==> src/rtl/rtcal_pkg.sv <==
package rtcal_pkg;

    localparam int YEAR_W     = 7;
    localparam int MON_W      = 4;
    localparam int DOM_W      = 5;
    localparam int DOW_W      = 3;
    localparam int HOUR_W     = 5;
    localparam int MIN_W      = 6;
    localparam int SEC_W      = 6;
    localparam int NUM_FIELDS = 7;
    localparam int KEY_STEPS  = 7;
    localparam int TUNE_W     = 3;

    localparam int YEAR_LAST = 99;
    localparam int MON_LAST  = 12;
    localparam int DOW_LAST  = 6;
    localparam int HOUR_LAST = 23;
    localparam int MIN_LAST  = 59;
    localparam int SEC_LAST  = 59;

    typedef enum logic [2:0] {
        F_YEAR = 3'd0,
        F_MON  = 3'd1,
        F_DOM  = 3'd2,
        F_DOW  = 3'd3,
        F_HOUR = 3'd4,
        F_MIN  = 3'd5,
        F_SEC  = 3'd6
    } field_e;

    typedef struct packed {
        logic [YEAR_W-1:0] year;
        logic [MON_W-1:0]  mon;
        logic [DOM_W-1:0]  dom;
        logic [DOW_W-1:0]  dow;
        logic [HOUR_W-1:0] hour;
        logic [MIN_W-1:0]  min;
        logic [SEC_W-1:0]  sec;
    } cal_t;

    localparam cal_t CAL_RESET = '{
        year: '0, mon: MON_W'(1), dom: DOM_W'(1), dow: '0,
        hour: '0, min: '0, sec: '0
    };

    // Key word expected at each step of the unlock series.
    function automatic logic [7:0] key_word(int step);
        case (step)
            0:       return 8'hC6;
            1:       return 8'h9A;
            2:       return 8'h59;
            3:       return 8'hA3;
            4:       return 8'h57;
            5:       return 8'h67;
            default: return 8'hD2;
        endcase
    endfunction

    // Byte offset that carries each step of the unlock series.
    function automatic logic [7:0] key_offset(int step);
        return 8'(4 + 4 * step);
    endfunction

    function automatic logic is_leap(logic [YEAR_W-1:0] y);
        return (y != '0) && (y[1:0] == 2'b00);
    endfunction

    function automatic logic [DOM_W-1:0] month_days(logic [MON_W-1:0] m,
                                                    logic [YEAR_W-1:0] y);
        case (m)
            MON_W'(2):  return is_leap(y) ? DOM_W'(29) : DOM_W'(28);
            MON_W'(4),
            MON_W'(6),
            MON_W'(9),
            MON_W'(11): return DOM_W'(30);
            default:    return DOM_W'(31);
        endcase
    endfunction

    function automatic logic [7:0] field_value(cal_t c, field_e f);
        case (f)
            F_YEAR:  return 8'(c.year);
            F_MON:   return 8'(c.mon);
            F_DOM:   return 8'(c.dom);
            F_DOW:   return 8'(c.dow);
            F_HOUR:  return 8'(c.hour);
            F_MIN:   return 8'(c.min);
            default: return 8'(c.sec);
        endcase
    endfunction

endpackage

==> src/rtl/rtcal_unlock.sv <==
module rtcal_unlock
    import rtcal_pkg::*;
#(
    parameter int ADDR_W = 8,
    parameter int DATA_W = 32
) (
    input  logic              clk,
    input  logic              rst,
    input  logic              wr_en,
    input  logic [ADDR_W-1:0] wr_addr,
    input  logic [DATA_W-1:0] wr_data,
    output logic              unlocked
);

    localparam int PTR_W = $clog2(KEY_STEPS + 1);
    localparam logic [PTR_W-1:0] PTR_DONE = PTR_W'(KEY_STEPS);

    logic [PTR_W-1:0] ptr_q, ptr_d;
    logic             hit_next, hit_first;

    always_comb begin
        hit_next  = (wr_addr == ADDR_W'(key_offset(int'(ptr_q)))) &&
                    (wr_data == DATA_W'(key_word(int'(ptr_q))));
        hit_first = (wr_addr == ADDR_W'(key_offset(0))) &&
                    (wr_data == DATA_W'(key_word(0)));
        ptr_d = ptr_q;
        if (wr_en && ptr_q != PTR_DONE) begin
            if (hit_next)
                ptr_d = ptr_q + PTR_W'(1);
            else if (hit_first)
                ptr_d = PTR_W'(1);
            else
                ptr_d = '0;
        end
    end

    always_ff @(posedge clk) begin
        if (rst) ptr_q <= '0;
        else     ptr_q <= ptr_d;
    end

    assign unlocked = (ptr_q == PTR_DONE);


    unlock_sticky_chk: assert property (@(posedge clk) disable iff (rst)
        unlocked |=> unlocked);


    key_idle_chk: assert property (@(posedge clk) disable iff (rst)
        !wr_en |=> $stable(ptr_q));

endmodule

==> src/rtl/rtcal_calendar.sv <==
module rtcal_calendar
    import rtcal_pkg::*;
(
    input  logic       clk,
    input  logic       rst,
    input  logic       step,
    input  logic       wr_en,
    input  field_e     wr_sel,
    input  logic [7:0] wr_val,
    output cal_t       cal
);

    cal_t cal_q, cal_d, adv;
    logic sec_wrap, min_wrap, hour_wrap, dom_wrap, mon_wrap, dow_wrap, year_wrap;
    logic min_roll, hour_roll, day_roll, mon_roll, year_roll;
    logic [DOM_W-1:0] last_dom;

    always_comb begin
        last_dom  = month_days(cal_q.mon, cal_q.year);
        sec_wrap  = cal_q.sec  >= SEC_W'(SEC_LAST);
        min_wrap  = cal_q.min  >= MIN_W'(MIN_LAST);
        hour_wrap = cal_q.hour >= HOUR_W'(HOUR_LAST);
        dow_wrap  = cal_q.dow  >= DOW_W'(DOW_LAST);
        dom_wrap  = cal_q.dom  >= last_dom;
        mon_wrap  = cal_q.mon  >= MON_W'(MON_LAST);
        year_wrap = cal_q.year >= YEAR_W'(YEAR_LAST);

        min_roll  = sec_wrap;
        hour_roll = min_roll  && min_wrap;
        day_roll  = hour_roll && hour_wrap;
        mon_roll  = day_roll  && dom_wrap;
        year_roll = mon_roll  && mon_wrap;

        adv = cal_q;
        adv.sec = sec_wrap ? '0 : cal_q.sec + 1'b1;
        if (min_roll)  adv.min  = min_wrap  ? '0 : cal_q.min + 1'b1;
        if (hour_roll) adv.hour = hour_wrap ? '0 : cal_q.hour + 1'b1;
        if (day_roll) begin
            adv.dow = dow_wrap ? '0 : cal_q.dow + 1'b1;
            adv.dom = dom_wrap ? DOM_W'(1) : cal_q.dom + 1'b1;
        end
        if (mon_roll)  adv.mon  = mon_wrap  ? MON_W'(1) : cal_q.mon + 1'b1;
        if (year_roll) adv.year = year_wrap ? '0 : cal_q.year + 1'b1;
    end

    always_comb begin
        cal_d = cal_q;
        if (wr_en) begin
            case (wr_sel)
                F_YEAR:  cal_d.year = wr_val[YEAR_W-1:0];
                F_MON:   cal_d.mon  = wr_val[MON_W-1:0];
                F_DOM:   cal_d.dom  = wr_val[DOM_W-1:0];
                F_DOW:   cal_d.dow  = wr_val[DOW_W-1:0];
                F_HOUR:  cal_d.hour = wr_val[HOUR_W-1:0];
                F_MIN:   cal_d.min  = wr_val[MIN_W-1:0];
                default: cal_d.sec  = wr_val[SEC_W-1:0];
            endcase
        end else if (step) begin
            cal_d = adv;
        end
    end

    always_ff @(posedge clk) begin
        if (rst) cal_q <= CAL_RESET;
        else     cal_q <= cal_d;
    end

    assign cal = cal_q;


    sec_step_chk: assert property (@(posedge clk) disable iff (rst)
        (step && !wr_en && cal_q.sec < SEC_W'(SEC_LAST)) |=>
        (cal_q.sec == $past(cal_q.sec) + 1'b1));


    dow_wrap_chk: assert property (@(posedge clk) disable iff (rst)
        (step && !wr_en && day_roll && cal_q.dow == DOW_W'(DOW_LAST)) |=>
        (cal_q.dow == '0));


    year_wrap_chk: assert property (@(posedge clk) disable iff (rst)
        (step && !wr_en && year_roll && cal_q.year == YEAR_W'(YEAR_LAST)) |=>
        (cal_q.year == '0));


    write_wins_chk: assert property (@(posedge clk) disable iff (rst)
        (wr_en && wr_sel != F_SEC) |=> $stable(cal_q.sec));

endmodule

==> src/rtl/rtcal_top.sv <==
module rtcal_top
    import rtcal_pkg::*;
#(
    parameter int ADDR_W    = 8,
    parameter int DATA_W    = 32,
    parameter int TUNE_INIT = 4
) (
    input  logic              clk,
    input  logic              rst,
    input  logic              tick_i,
    input  logic              bus_valid_i,
    input  logic              bus_write_i,
    input  logic [ADDR_W-1:0] bus_addr_i,
    input  logic [DATA_W-1:0] bus_wdata_i,
    output logic [DATA_W-1:0] bus_rdata_o
);

    localparam logic [ADDR_W-1:0] CTL_ADDR  = ADDR_W'(8'h20);
    localparam logic [ADDR_W-1:0] TUNE_ADDR = ADDR_W'(8'h2C);
    localparam logic [ADDR_W-1:0] FLD_BASE  = ADDR_W'(8'h40);
    localparam logic [ADDR_W-1:0] FLD_END   = FLD_BASE + ADDR_W'(4 * NUM_FIELDS);

    logic              wr, unlocked, fld_hit, fld_wr, step;
    logic              stop_q;
    logic [TUNE_W-1:0] tune_q;
    logic [ADDR_W-1:0] fld_off;
    field_e            fld_sel;
    cal_t              cal;
    logic [DATA_W-9:0] wdata_unused;

    assign wdata_unused = bus_wdata_i[DATA_W-1:8];

    assign wr      = bus_valid_i && bus_write_i;
    assign fld_off = bus_addr_i - FLD_BASE;
    assign fld_sel = field_e'(fld_off[4:2]);
    assign fld_hit = (bus_addr_i[1:0] == 2'b00) &&
                     (bus_addr_i >= FLD_BASE) && (bus_addr_i < FLD_END);
    assign fld_wr  = wr && unlocked && fld_hit;
    assign step    = tick_i && unlocked && !stop_q && !fld_wr;

    rtcal_unlock #(.ADDR_W(ADDR_W), .DATA_W(DATA_W)) u_unlock (
        .clk      (clk),
        .rst      (rst),
        .wr_en    (wr),
        .wr_addr  (bus_addr_i),
        .wr_data  (bus_wdata_i),
        .unlocked (unlocked)
    );

    rtcal_calendar u_cal (
        .clk    (clk),
        .rst    (rst),
        .step   (step),
        .wr_en  (fld_wr),
        .wr_sel (fld_sel),
        .wr_val (bus_wdata_i[7:0]),
        .cal    (cal)
    );

    always_ff @(posedge clk) begin
        if (rst) begin
            stop_q <= 1'b1;
            tune_q <= TUNE_W'(TUNE_INIT);
        end else if (wr && unlocked) begin
            if (bus_addr_i == CTL_ADDR)  stop_q <= bus_wdata_i[0];
            if (bus_addr_i == TUNE_ADDR) tune_q <= bus_wdata_i[TUNE_W-1:0];
        end
    end

    always_comb begin
        bus_rdata_o = '0;
        if (fld_hit)
            bus_rdata_o = DATA_W'(field_value(cal, fld_sel));
        else if (bus_addr_i == CTL_ADDR)
            bus_rdata_o = DATA_W'(stop_q);
        else if (bus_addr_i == TUNE_ADDR)
            bus_rdata_o = DATA_W'(tune_q);
    end


    locked_ignore_chk: assert property (@(posedge clk) disable iff (rst)
        !unlocked |=> ($stable(cal) && $stable(stop_q) && $stable(tune_q)));


    stop_hold_chk: assert property (@(posedge clk) disable iff (rst)
        (stop_q && !fld_wr) |=> $stable(cal));

endmodule

==> config.mk <==
export PLATFORM = sky130hd
export DESIGN_NAME = rtcal_top
export DESIGN_NICKNAME = d
export VERILOG_FILES = /design/src/rtl/rtcal_pkg.sv /design/src/rtl/rtcal_unlock.sv /design/src/rtl/rtcal_calendar.sv /design/src/rtl/rtcal_top.sv
export SDC_FILE = /design/constraint.sdc
export NUM_CORES = 1
export LEC_CHECK = 0
export BUFFER_PORTS_ARGS = -buffer_cell sky130_fd_sc_hd__buf_2
export CAP_MARGIN = 20
export CORE_ASPECT_RATIO = 1.75
export CORE_UTILIZATION = 50
export CTS_CLUSTER_DIAMETER = 80
export DETAILED_ROUTE_END_ITERATION = 6
export PLACE_DENSITY = 0.81
export SLEW_MARGIN = 10
export SYNTH_ARGS = -nofsm -noshare
export SYNTH_HDL_FRONTEND = slang
export SYNTH_SLANG_ARGS = --single-unit
==> constraint.sdc <==
create_clock -name clk -period 2.9 [get_ports clk]
set_input_delay 0.58 -clock clk [delete_from_list [all_inputs] [get_ports clk]]
set_output_delay 0.58 -clock clk [all_outputs]
set_load 0.05 [all_outputs]
==> impl_metrics.tcl <==
set metrics [dict create \
    place.detailed.hpwl_mm 8.363 \
    whs_path_depth 2 \
    layout_common_cells "buf_2 (51), nand2_1 (46), dfxtp_1 (42)" \
    final_common_cell "buf_2" \
    drive_gt1_frac 0.2125 \
    clk_pin_slew_ns 0.06 \
    syn_area_um2 3645 \
    yosysUniqueCellTypes 59 \
    synth_area_leaders "dfxtp_1 (24%), ha_1 (6.9%), o21ai_0 (5.5%)" \
    antenna_found_initial 0 \
    critPathMaxFanout 7 \
    slowest_stage "or3_4" \
    h-tree-depth 2 \
    critPathLaunchType "register" \
    drc 2 \
    slew_headroom 0.4698 \
    grt_use_total 0.3047 \
    hold_viol_final 0 \
    instances_no_fill 644 \
    netlist_instances 496 \
    drtPass1Iterations 7 \
    p_int_mw 1.003 \
    synth_top_area_frac 0.2362 \
    rsz0062_at_grt "true" \
    combPwrFrac 0.133 \
    grt_max_degree 41 \
    setup_viol 0 \
    die_h_um 114.9 \
    final_nets 624 \
    grt_pass1_vias 3772 \
    max_freq_ghz 0.3455 \
    slew_violations 0 \
    cp.required_ns 3.05 \
    path_delay_family "simple AND/OR/NAND/NOR gates" \
    rrSetupSlack_ns 0.006 \
    grt_overflow 0 \
    start_util 0.5239 \
    cts_root_buffer "clkbuf_16" \
    synth_edf_count 0 \
    min_period_ns 2.894 \
    crit_type "reg -> reg" \
    endpoint_kind "register" \
    skew_ns 0.003245 \
    port_buffers 51 \
    ant_nets 0 \
    power_switching_mw 0.3787 \
    crit_top_cell "a21oi_2" \
    tightest_slew_ns 0.7954 \
    hold_slack_ns 0.4922 \
    holdCritStartpoint "u_unlock.ptr_q[1]" \
    crit_buf_inv 1 \
    synth-async-reset-ratio 0 \
    rows 40 \
    ir_drop_mv 0.2877 \
    cellPowerDensity_nw_per_um2 320.8 \
    synth_area_leader_cell "dfxtp_1" \
    violations "DRC" \
    finalCritPeriodShare 0.9980 \
    reg2reg_to "u_cal.cal[29]" \
    cp.arrival_ns 3.04 \
    cts_buffers 5 \
    drt_iter0_markers 280 \
    hold_class "reg -> reg" \
    worst-r2r-cell-count 13 \
    vias_per_cell 6.295 \
    timing.rr.start "u_cal.cal[31]" \
    p_leak_nw 1.752 \
    drv_cap 0 \
    core_um2 6957 \
    worstPathCellList "or3_4 > o31ai_4 > nand2_1 > a21oi_2 > a21oi_2 > ha_1 > nand2b_4 > a21oi_2 > or3b_4 > o31a_1 > buf_6 > nor2_4 > a211oi_2" \
    cts_tree "built" \
    avgSynthCellArea_um2 7.348 \
    diodes 0 \
    synthFlopType "dfxtp_1" \
    cts_buffer_depth 2 \
    seqPwrFrac 0.427 \
    max_stage_delay_ns 0.40 \
    areaGrowthSynthToFinish_pct 18.13 \
    dieArea_um2 7648 \
    grt_pass1_wl_mm 17.71 \
    clock_sinks 43 \
    p_sw_frac 0.2741 \
    synth-seq-cells 43 \
    clockPowerShare 0.439 \
    ios 77 \
    via_count 4054 \
    synth_warnings 0 \
    p_total_mw 1.381 \
    ys_seq_area_frac 0.2362 \
    insertion_delay_ns 0.29 \
    min_to "u_unlock.ptr_q[1]" \
    die_w_um 66.54 \
    wirelength_mm 11.21 \
    dp_cells 635 \
    status "complete, but fails checks" \
    avgRoutedWirePerCell_um 17.40 \
    place.gp.congestion 0.9472 \
]
==> flip-flops by register name, summed over array words and instances (netlist names) <==
signal	flops
u_cal.cal	36
u_unlock.ptr_q	3
tune_q	3
stop_q	1
==> tightest hold or removal path, delay by kind of cell (launching register included) <==
kind | cells | cell delay, ns
flops | 1 | 0.34
compound gates | 1 | 0.05
simple gates | 1 | 0.06
==> synth_stat cells (4+ instances only) <==
cell type	instances
xnor2_1	5
dfxtp_1	43
and2_1	5
nor3b_1	8
a31oi_1	5
a22oi_1	5
nand3_1	24
o211ai_1	4
a21oi_1	31
a211o_1	4
nor2b_1	8
nor4_1	9
clkbuf_1	22
a211oi_1	14
ha_1	20
o21ai_0	40
and3_1	7
mux2i_1	16
a311oi_1	6
nand2_1	46
nor2_1	43
nor3_1	11
or3_1	4
o31ai_1	11
inv_1	17
buf_4	25
==> how the worst max path moves through the flow <==
stage	start	end	slack, ns	cells after the start
final	u_cal.cal[31]	u_cal.cal[29]	0.006	13
after detailed placement	u_cal.cal[31]	u_cal.cal[30]	-0.16	12
after CTS	u_cal.cal[31]	u_cal.cal[29]	0.006	13
after global routing	u_cal.cal[31]	u_cal.cal[29]	-0.11	13
after global placement	u_cal.cal[31]	u_cal.cal[26]	-0.1	12
after floorplan	bus_addr_i[4]	bus_rdata_o[0]	-0.07	7
==> repair_timing <==
item,CTS,global route
hold buffers,0,0
endpoints found under the setup margin,11,10
pin swaps,1,7
setup buffers,0,1
gates resized for setup,6,16
==> power groups by stage <==
stage               sequential, mW  combinational (mW)  clock, mW
finish                       0.590               0.184      0.607
global route                 0.590               0.194      0.635
CTS                          0.590               0.181      0.614
detailed placement           0.604               0.180          0
global placement             0.604               0.178          0
floorplan                    0.604               0.151          0
==> layout make-up <==
type	instances	area [um^2]
inverters	17	63.81
multi-input cells	408	2611
clock buffers	8	156.4
fillers	609	2651
well taps	84	105.1
flip-flops and latches	43	862.1
repair buffers	84	506.7
==> metrics by stage <==
step	utilization	cell area, um^2	TNS, ns	worst slack (ns)
detailed placement	0.5836	4060	-1.078	-0.1638
CTS	0.6101	4244	0	0.006119
global placement	0.5836	4060	-0.6090	-0.09817
finish	0.6189	4305	0	0.005812
global route	0.6189	4305	-0.7077	-0.1109
floorplan	-	3752	-0.07349	-0.07349
==> kinds of logic after synthesis <==
| group | share of synthesized area |
|---|---|
| xor+xnor | 0.01922 |
| fa+ha+maj | 0.06866 |
| mux | 0.05321 |
| other cells | 0.001029 |
| compound gates | 0.2561 |
| flops | 0.2362 |
| simple gates | 0.2681 |
| buf+inv | 0.09749 |
==> metal layers <==
metal / up-vias / share of wire / GRT usage
met5: - / 0 / 0
met4: 0 / 0.057 / 0.2213
met3: 45 / 0.056 / 0.05655
met2: 186 / 0.53 / 0.5495
met1: 1927 / 0.36 / 0.2983
li1: 1896 / - / -
Note: power is estimated with default switching activity, not from simulation.
